File: src/rtl/swpb_pkg.sv
// Shared types for the loop branch controller.
// Assumes: decision cases are mutually exclusive and cover all counter states.
package swpb_pkg;

    typedef enum logic [1:0] {
        BR_FILL  = 2'd0,   // iteration counter nonzero
        BR_DRAIN = 2'd1,   // draining, more than one pass left
        BR_LAST  = 2'd2,   // final drain pass
        BR_IDLE  = 2'd3    // nothing left
    } br_case_e;

    typedef struct packed {
        logic taken;
        logic rotate;
        logic inject;
        logic dec_lc;
        logic dec_ec;
    } br_action_t;

endpackage

File: src/rtl/swpb_decide.sv
// Combinational branch decision from the two counters.
// Assumes: counters are unsigned; the caller gates the action with acceptance.
module swpb_decide
    import swpb_pkg::*;
#(
    parameter int CNT_W = 64
) (
    input  logic [CNT_W-1:0] lc,
    input  logic [CNT_W-1:0] ec,
    output br_case_e         kind,
    output br_action_t       act
);

    localparam logic [CNT_W-1:0] ONE = CNT_W'(1);

    // Classify the counter state.
    always_comb begin
        if (lc != '0)       kind = BR_FILL;
        else if (ec > ONE)  kind = BR_DRAIN;
        else if (ec == ONE) kind = BR_LAST;
        else                kind = BR_IDLE;
    end

    // Map the case onto the actions it triggers.
    always_comb begin
        act = '0;
        unique case (kind)
            BR_FILL:  begin act.taken = 1'b1; act.rotate = 1'b1; act.inject = 1'b1; act.dec_lc = 1'b1; end
            BR_DRAIN: begin act.taken = 1'b1; act.rotate = 1'b1; act.dec_ec = 1'b1; end
            BR_LAST:  begin act.rotate = 1'b1; act.dec_ec = 1'b1; end
            default:  act = '0;
        endcase
    end

endmodule

File: src/rtl/swpb_counters.sv
// Iteration and drain counters with a load port each.
// Assumes: a load wins over a decrement in the same cycle.
module swpb_counters #(
    parameter int CNT_W = 64
) (
    input  logic             clk,
    input  logic             rst_n,
    input  logic             lc_wr,
    input  logic [CNT_W-1:0] lc_wdata,
    input  logic             ec_wr,
    input  logic [CNT_W-1:0] ec_wdata,
    input  logic             dec_lc,
    input  logic             dec_ec,
    output logic [CNT_W-1:0] lc_q,
    output logic [CNT_W-1:0] ec_q
);

    localparam logic [CNT_W-1:0] ONE = CNT_W'(1);

    // Iteration counter: reset, load, or decrement.
    always_ff @(posedge clk) begin
        if (!rst_n)      lc_q <= '0;
        else if (lc_wr)  lc_q <= lc_wdata;
        else if (dec_lc) lc_q <= lc_q - ONE;
    end

    // Drain counter: reset, load, or decrement.
    always_ff @(posedge clk) begin
        if (!rst_n)      ec_q <= '0;
        else if (ec_wr)  ec_q <= ec_wdata;
        else if (dec_ec) ec_q <= ec_q - ONE;
    end

endmodule

File: src/rtl/swpb_stage_preds.sv
// Stage predicate shift register; bit 0 gates the first stage.
// Assumes: a load wins over a shift; the top bit is dropped on a shift.
module swpb_stage_preds #(
    parameter int NUM_PRED = 48
) (
    input  logic                clk,
    input  logic                rst_n,
    input  logic                load,
    input  logic [NUM_PRED-1:0] load_data,
    input  logic                shift,
    input  logic                shift_in,
    output logic [NUM_PRED-1:0] preds
);

    logic [NUM_PRED-1:0] nxt;

    genvar i;
    generate
        for (i = 0; i < NUM_PRED; i++) begin : g_bit
            logic below;
            if (i == 0) begin : g_head
                assign below = shift_in;
            end else begin : g_body
                assign below = preds[i-1];
            end
            // Next value of predicate bit i.
            always_comb begin
                if (load)       nxt[i] = load_data[i];
                else if (shift) nxt[i] = below;
                else            nxt[i] = preds[i];
            end
        end
    endgenerate

    // Register the vector.
    always_ff @(posedge clk) begin
        if (!rst_n) preds <= '0;
        else        preds <= nxt;
    end

endmodule

File: src/rtl/swp_loop_branch.sv
// Top of the modulo-scheduled loop branch controller.
// Assumes: an evaluation is discarded if any load strobe is high in its cycle;
// taken/rotate/inject_bit are registered one cycle after the accepted strobe.
module swp_loop_branch
    import swpb_pkg::*;
#(
    parameter int CNT_W    = 64,
    parameter int NUM_PRED = 48
) (
    input  logic                clk,
    input  logic                rst_n,
    input  logic                lc_wr,
    input  logic [CNT_W-1:0]    lc_wdata,
    input  logic                ec_wr,
    input  logic [CNT_W-1:0]    ec_wdata,
    input  logic                pred_wr,
    input  logic [NUM_PRED-1:0] pred_wdata,
    input  logic                br_exec,
    output logic                taken,
    output logic                rotate,
    output logic                inject_bit,
    output logic [CNT_W-1:0]    lc_val,
    output logic [CNT_W-1:0]    ec_val,
    output logic [NUM_PRED-1:0] stage_pred
);

    br_case_e   kind;
    br_action_t act;
    logic       accept;

    assign accept = br_exec && !(lc_wr || ec_wr || pred_wr);

    swpb_decide #(.CNT_W(CNT_W)) u_decide (
        .lc   (lc_val),
        .ec   (ec_val),
        .kind (kind),
        .act  (act)
    );

    swpb_counters #(.CNT_W(CNT_W)) u_counters (
        .clk      (clk),
        .rst_n    (rst_n),
        .lc_wr    (lc_wr),
        .lc_wdata (lc_wdata),
        .ec_wr    (ec_wr),
        .ec_wdata (ec_wdata),
        .dec_lc   (accept && act.dec_lc),
        .dec_ec   (accept && act.dec_ec),
        .lc_q     (lc_val),
        .ec_q     (ec_val)
    );

    swpb_stage_preds #(.NUM_PRED(NUM_PRED)) u_preds (
        .clk       (clk),
        .rst_n     (rst_n),
        .load      (pred_wr),
        .load_data (pred_wdata),
        .shift     (accept && act.rotate),
        .shift_in  (act.inject),
        .preds     (stage_pred)
    );

    // Register the outcome pulses of an accepted evaluation.
    always_ff @(posedge clk) begin
        if (!rst_n) begin
            taken      <= 1'b0;
            rotate     <= 1'b0;
            inject_bit <= 1'b0;
        end else begin
            taken      <= accept && act.taken;
            rotate     <= accept && act.rotate;
            inject_bit <= accept && act.inject;
        end
    end

endmodule

File: config.mk
export PLATFORM = sky130hd
export DESIGN_NAME = swp_loop_branch
export DESIGN_NICKNAME = d
export VERILOG_FILES = /design/src/rtl/swpb_pkg.sv /design/src/rtl/swpb_decide.sv /design/src/rtl/swpb_counters.sv /design/src/rtl/swpb_stage_preds.sv /design/src/rtl/swp_loop_branch.sv
export SDC_FILE = /design/constraint.sdc
export NUM_CORES = 1
export LEC_CHECK = 0
export BUFFER_PORTS_ARGS = -buffer_cell sky130_fd_sc_hd__buf_2
export CAP_MARGIN = 20
export CELL_PAD_IN_SITES_DETAIL_PLACEMENT = 1
export CELL_PAD_IN_SITES_GLOBAL_PLACEMENT = 2
export CORE_UTILIZATION = 25
export DETAILED_ROUTE_END_ITERATION = 12
export PLACE_DENSITY = 0.74
export SYNTH_ARGS = -nofsm -noshare
export SYNTH_HDL_FRONTEND = slang
export SYNTH_SLANG_ARGS = --single-unit
File: constraint.sdc
create_clock -name clk -period 4.3 [get_ports clk]
set_input_delay 0.215 -clock clk [delete_from_list [all_inputs] [get_ports clk]]
set_output_delay 0.215 -clock clk [all_outputs]
set_load 0.01 [all_outputs]
==> out/metrics.csv, run 1 <==
stage,metric,value,unit
cells_and_area,finished layout cell area,13120,sq um
clock_network,clk slew on worst S/H paths,0.07,ns
synth,post-synthesis adder-cell area fraction,0.7872,%
route,met2 routed WL,19470,microns
synth,Synth Register Bits,179,
clock_network,Worst-Skew Late Latency,0.46,ns
timing,Total Neg Setup Slack,0,ns
cells_and_area,Fillers,4587,
place,Placed Instance Area,12300,sq um
cells_and_area,share of layout cells above drive strength 1,32.24,%
grt,GRT overflow,0,
route,met3 wire length,1865,microns
route,initial detailed-routing violation count,460,
critical_path,Critical Path Fanout Max,4,
clock_network,clk root buf,clkbuf_16,
clock_network,clock buffer depth,2,
floorplanning,Core ar.,37580,sq um
place,GPL Wtd Cong,0.8236,
synth,Synthesized Nets,1362,
grt,largest net degree at the start of global routing,97,
grt,first-pass GRT wire length,61730,microns
pwr,Max IR drop VDD,0.0002669,V
critical_path,Setup CP Type,reg -> reg,
synth,main combinational cell family by area after synthesis,simple AND/OR/NAND/NOR gates,
pwr,leakage power,5.640,nW
route,Detailed Route WL,40200,microns
synth,post-synthesis compound-gate area fraction,20.09,%
clock_network,CTS tree,done,
grt,vias in the first global route,10800,
floorplanning,die width,197.3,microns
route,DRT met1 WL,18100,microns
route,Routed wire per std cell,19.22,microns
timing,# setup viols final,0,
synth,Post-synth EDFFs,0,
timing,min Tclk post-route,4.121,ns
synth,Synth Cell Area,9537,sq um
synth,"Distinct cells, synth",64,
grt,initial antenna violation count,2,
critical_path,critical path endpoint category,flop,
clock_network,clk sinks,179,
route,Highest Signal Layer,met5,
route,DR pass1 iterations,4,
job,maxcap violations,0,
route,antenna-violating nets left,0,
timing,Hold Fails Final Rpt,0,
synth,Synth async-reset ratio,0,%
cells_and_area,Area Overhead vs Synth,37.55,%
timing,Slew @ Worst Pin,0.8604,ns
floorplanning,Die Height,197.3,microns
pwr,Power per Cell Area,344.6,nW/um^2
timing,RSZ-0062 raised after global routing,false,
outcome,status,completed,
route,Via-to-Cell Ratio,5.022,
worst_hold_path,worst hold path class,in -> reg,
timing,period utilization,95.84,%
synth,Gate Count Post-Synth,1174,
synth,post-synthesis mux area share,6.376,%
synth,post-synth top area share,37.58,%
route,DRC,0,
synth,post-synthesis xor/xnor area fraction,6.521,%
critical_path,CP Launch Type,flop,
floorplanning,I/O pin count,361,
place,port bufs,360,
grt,Overall Global Routing Usage,20.36,%
critical_path,WP data required,4.61,ns
synth,ys flop type,dfxtp_1,
floorplanning,die area,38930,sq um
synth,Post-synth top cells,"179 x dfxtp_1, 133 x nor2_1, 86 x nand2_1",
timing,max_slew headroom,42.20,%
clock_network,CTS H-tree lvls,4,
floorplanning,Placement Rows,71,
clock_network,CTS buffer count,17,
route,Vias,10500,
synth,average cell area after synthesis,8.123,sq um
cells_and_area,nets@finish,1756,
synth,post-synthesis sequential area ratio,37.58,%
synth,"area leader, netlist",dfxtp_1,
critical_path,crit path DAT,4.43,ns
synth,largest cells by area after synthesis,"dfxtp_1 38%, mux2i_1 5.7%, nor2_1 5.2%",
synth,simple-gate share of the synthesized area,24.74,%
timing,worst-case clock skew,0.01351,ns
synth,most common cell in the netlist,dfxtp_1,
floorplanning,Initial Util,25.38,%
timing,f_max,242.7,MHz
synth,Syn. warnings,0,
timing,Final Max Tran Viols,0,
place,DP Wirelength,30050,microns
-- registers in the layout (all words and copies together), names as in the netlist --
name,count
taken,1
u_preds.preds,48
rotate,1
inject_bit,1
u_counters.lc_q,64
u_counters.ec_q,64
-- report_power, final --
| part | internal (W) | leakage [nW] | total, W | switching (W) |
|---|---|---|---|---|
| Sequential | 0.00177 | 1.48 | 0.00190 | 0.000124 |
| Clock | 0.000987 | 0.303 | 0.00173 | 0.000742 |
| Combinational | 0.000384 | 3.85 | 0.000895 | 0.000511 |
-- cells in the final DEF, fill, tap and decap left out, types with 7 or more instances in the layout --
cell	instances
a211oi_1	63
a21oi_1	84
a31oi_1	19
and2_1	7
and3_1	9
buf_2	360
buf_4	78
clkbuf_16	17
dfxtp_1	179
dlygate4sd3_1	14
inv_1	12
mux2i_1	54
nand2_1	86
nand3_1	32
nand4_1	23
nor2_1	132
nor3_1	46
nor4_1	38
o211ai_1	10
o21ai_0	77
or3_1	20
or4_1	19
xnor2_1	38
xor2_1	33
-- area by class of cell --
type	count	area (sq um)	share of cell area [%]
Clock inverter	12	181.4	1.383
Clock buffer	18	439.2	3.348
Tap cell	511	639.4	4.874
Antenna cell	1	2.502	0.01908
Inverter	15	57.56	0.4388
Multi-Input combinational cell	900	5627	42.89
Timing Repair Buffer	455	2587	19.73
Sequential cell	179	3583	27.32
-- repair_timing --
action                                  CTS  global route
pin swaps                                 0             2
endpoints found under the setup margin    1            25
hold buffers                             14             0
resized for setup                         1             7
buffers inserted                          0             1
hold endpoints to repair                 14             0
-- final timing paths --
check,startpoint,to,slack [ns],cells after the start
worst max-delay path,u_counters.lc_q[49]$_SDFFE_PN0P_,u_counters.ec_q[31]$_SDFFE_PN0P_,0.18,11
worst min-delay path,lc_wdata[8],u_counters.lc_q[8]$_SDFFE_PN0P_,0.02,3
worst max register to register,u_counters.lc_q[49]$_SDFFE_PN0P_,u_counters.ec_q[31]$_SDFFE_PN0P_,0.18,11
worst min register to register,u_preds.preds[26]$_SDFFE_PN0P_,u_preds.preds[26]$_SDFFE_PN0P_,0.51,2
-- worst max-delay path, cell delays in order (launching register included) --
cell and delay [ns]:
dfxtp_1 0.31, or4_1 0.53, nand2b_1 0.18, or4_4 0.54, or4_4 0.57, nor3b_4 0.22
inv_1 0.07, ha_2 0.38, nand4_1 0.18, or4_4 0.50, o311ai_0 0.36, a31oi_1 0.14
-- cell families (layout without fill, tap and decap cells) --
family | after synthesis | count (layout)
and+or+nand+nor | 457 | 457
adders and majority gates | 6 | 6
muxes | 60 | 60
DFF | 179 | 179
AOI/OAI and AO/OA | 306 | 306
other | 0 | 1
xor gates and xnor gates | 71 | 71
buffers and inverters | 95 | 500
-- through the flow --
stage               total power [W]  cells  setup slack (ns)  hold slack (ns)  utilization, %
floorplan                  0.002384   1174           0.04681           0.3528               -
global placement           0.002809   2045           0.09135           0.4508           32.74
detailed placement         0.002822   2045           0.03622           0.4606           32.74
CTS                        0.004574   2089           0.05821         0.004397           34.78
global route               0.004726   2091          0.009068         0.005335           34.91
finish                     0.004521   2091            0.1789          0.02327           34.91
-- layer usage --
layer | up-vias | GRT usage [%]
li1 | 5119 | -
met1 | 5062 | 25.65
met2 | 278 | 35.19
met3 | 39 | 3.346
met4 | 2 | 6.460
met5 | - | 0
(Power assumes the default switching activity.)
==> run 2: changes to the inputs <==
--- a/config.mk
+++ b/config.mk
@@ -10,6 +10,7 @@
 export CELL_PAD_IN_SITES_DETAIL_PLACEMENT = 1
 export CELL_PAD_IN_SITES_GLOBAL_PLACEMENT = 2
 export CORE_UTILIZATION = 25
+export CTS_BUF_LIST = sky130_fd_sc_hd__clkbuf_8
 export DETAILED_ROUTE_END_ITERATION = 12
 export PLACE_DENSITY = 0.74
 export SYNTH_ARGS = -nofsm -noshare
==> run 2 against run 1 <==
Net effect:
- first-iteration DRC count decreased by 4.3%
- global-route usage increased by 0.62 points
- sequential share of layout area decreased by 1.4 points
- final cell count increased by 4.2%
- total power decreased by 7.4%
- clock-buffer cell count unchanged
- flip-flop and latch count unchanged
- wire length increased by 3.4%
- worst hold slack improved by 0.017 ns
- register-to-register slack got worse by 0.06 ns
- worst setup slack got worse by 0.055 ns
- critical path depth unchanged
==> out/metrics.csv, run 2 (same netlist as run 1, synthesis figures left out) <==
stage,metric,value,unit,change
timing,f_max,239.4,MHz,-1.3%
critical_path,Critical Path Fanout Max,4,,unchanged
clock_network,CTS tree,done,,
route,initial detailed-routing violation count,440,,-4.3%
place,GPL Wtd Cong,0.8236,,unchanged
pwr,Power per Cell Area,303.2,nW/um^2,-12%
place,port bufs,360,,unchanged
pwr,Max IR drop VDD,0.0001876,V,-30%
route,Detailed Route WL,41550,microns,+3.4%
route,DR pass1 iterations,5,,+1
floorplanning,die width,197.3,microns,unchanged
route,Routed wire per std cell,19.07,microns,-0.81%
job,maxcap violations,0,,unchanged
cells_and_area,register area,3583,sq um,unchanged
pwr,P_sw,0.001335,W,-3.1%
route,DRC,0,,unchanged
timing,max_slew headroom,40.63,%,-1.6 points
floorplanning,die area,38930,sq um,unchanged
cells_and_area,nets@finish,1844,,+5.0%
clock_network,clk sinks,179,,unchanged
clock_network,CTS H-tree lvls,4,,unchanged
place,Placed Cells,2045,,unchanged
grt,vias in the first global route,11230,,+4.0%
timing,worst-case clock skew,0.01617,ns,+0.002660 ns
worst_hold_path,worst hold path class,in -> reg,,
clock_network,CTS buffer count,17,,unchanged
pwr,combinational share of power,23.0,%,+3.2 points
cells_and_area,finished layout cell area,13810,sq um,+5.3%
route,Vias,10900,,+3.8%
pwr,Clock Power Share,31.8,%,-6.5 points
critical_path,CP Launch Type,flop,,
cells_and_area,Multi-input gate area,5637,sq um,+0.18%
critical_path,critical path endpoint category,flop,,
grt,Overall Global Routing Usage,20.98,%,+0.62 points
pwr,total power draw,0.004188,W,-7.4%
timing,min Tclk post-route,4.176,ns,+0.05528 ns
place,Placed Instance Area,12300,sq um,unchanged
grt,GRT overflow,0,,unchanged
clock_network,Worst-Skew Late Latency,0.50,ns,+0.04 ns
critical_path,crit path DAT,4.53,ns,+0.10 ns
timing,Slew @ Worst Pin,0.8838,ns,+0.02338 ns
cells_and_area,"commonest non-fill, non-tap cell in the layout",buf_2,,
pwr,Flop pwr share,45.3,%,+3.3 points
floorplanning,I/O pin count,361,,unchanged
route,Via-to-Cell Ratio,5.001,,-0.41%
cells_and_area,largest registers,"u_counters.ec_q x64, u_counters.lc_q x64, u_preds.preds x48",,
place,DP Wirelength,30050,microns,unchanged
grt,first-pass GRT wire length,63610,microns,+3.1%
critical_path,WP data required,4.66,ns,+0.05 ns
floorplanning,Core ar.,37580,sq um,unchanged
timing,Hold Fails Final Rpt,0,,unchanged
floorplanning,Placement Rows,71,,unchanged
pwr,Sw Share,31.89,%,+1.4 points
cells_and_area,Final Non-Filler Cells,2179,,+4.2%
cells_and_area,share of layout cells above drive strength 1,30.65,%,-1.6 points
timing,Final Max Tran Viols,0,,unchanged
floorplanning,Die Height,197.3,microns,unchanged
grt,initial antenna violation count,2,,unchanged
pwr,Internal,0.002853,W,-9.2%
critical_path,Setup CP Type,reg -> reg,,
cells_and_area,most frequent cells in the layout,"360 x buf_2, 179 x dfxtp_1, 132 x nor2_1",,
clock_network,clock buffer depth,2,,unchanged
pwr,leakage power,5.923,nW,+5.0%
clock_network,clk root buf,clkbuf_8,,
cells_and_area,Area Overhead vs Synth,44.83,%,
timing,hold slack,0.04076,ns,+0.01749 ns
route,antenna-violating nets left,0,,unchanged
floorplanning,Initial Util,25.38,%,unchanged
clock_network,clk slew on worst S/H paths,0.10,ns,+0.03 ns
outcome,status,completed,,
grt,largest net degree at the start of global routing,97,,unchanged
timing,period utilization,97.13,%,+1.3 points
cells_and_area,Fillers,4590,,+0.065%
timing,# setup viols final,0,,unchanged
-- run 2: changes by cell type in the layout (fill, tap and decap cells not counted) --
cell,change
ha_2,-1
clkbuf_8,+17
dlygate4sd3_1,+86
ha_4,+1
buf_4,+2
clkbuf_16,-17
-- run 2: layout make-up --
| class | count | area share, % |
|---|---|---|
| Multi-Input combinational cell | 900 | 40.81 |
| Timing Repair Buffer | 543 | 25.07 |
| Sequential cell | 179 | 25.94 |
| Inverter | 15 | 0.4167 |
| Clock buffer | 18 | 1.794 |
| Antenna cell | 1 | 0.01812 |
| Clock inverter | 12 | 1.314 |
| Tap cell | 511 | 4.629 |
-- run 2: metal layers --
layer	routed length (microns)	GRT usage, %	share of wire, %	up-vias
li1	-	-	-	5311
met1	18330	25.92	44	5239
met2	20340	36.63	49	298
met3	1889	3.312	4.5	47
met4	977	7.494	2.4	2
met5	11	0	0.026	-
-- run 2: final timing paths --
path	slack (ns)	cells past startpoint	to	startpoint
hold reg to reg	0.51	2	u_preds.preds[24]$_SDFFE_PN0P_	u_preds.preds[24]$_SDFFE_PN0P_
hold / removal	0.04	3	u_preds.preds[1]$_SDFFE_PN0P_	pred_wdata[1]
setup / recovery	0.12	11	u_counters.ec_q[31]$_SDFFE_PN0P_	u_counters.lc_q[49]$_SDFFE_PN0P_
setup reg to reg	0.12	11	u_counters.ec_q[31]$_SDFFE_PN0P_	u_counters.lc_q[49]$_SDFFE_PN0P_
-- run 2: repair_timing --
| action | 4_1_cts | 5_1_grt |
|---|---|---|
| endpoints found under the setup margin | 1 | 27 |
| hold buffers | 100 | 0 |
| endpoints found under the hold margin | 101 | 0 |
| pin swaps | 0 | 4 |
| resized for setup | 1 | 8 |
| setup buffers | 0 | 3 |
-- run 2: critical path, stage by stage (launching register included) --
cell	delay (ns)
dfxtp_1	0.32
or4_1	0.54
nand2b_1	0.19
or4_4	0.54
or4_4	0.57
nor3b_4	0.22
inv_1	0.09
ha_4	0.30
nand4_1	0.17
or4_4	0.61
o311ai_0	0.36
a31oi_1	0.14
-- run 2: power by group through the flow --
stage / Combinational [W] / Clock (W) / Sequential, W
2_1_floorplan: 0.000416 / 0 / 0.00197
3_3_place_gp: 0.000878 / 0 / 0.00193
3_5_place_dp: 0.000887 / 0 / 0.00193
4_1_cts: 0.000964 / 0.00138 / 0.00190
5_1_grt: 0.00105 / 0.00144 / 0.00192
6_report: 0.000961 / 0.00133 / 0.00190
-- run 2: through the flow --
step                utilization [%]  setup TNS (ns)  setup slack, ns
floorplan                         -               0          0.04681
global placement              32.74               0          0.09135
detailed placement            32.74               0          0.03622
CTS                           36.56               0          0.05464
global route                  36.76       -0.005722        -0.005722
finish                        36.76               0           0.1236
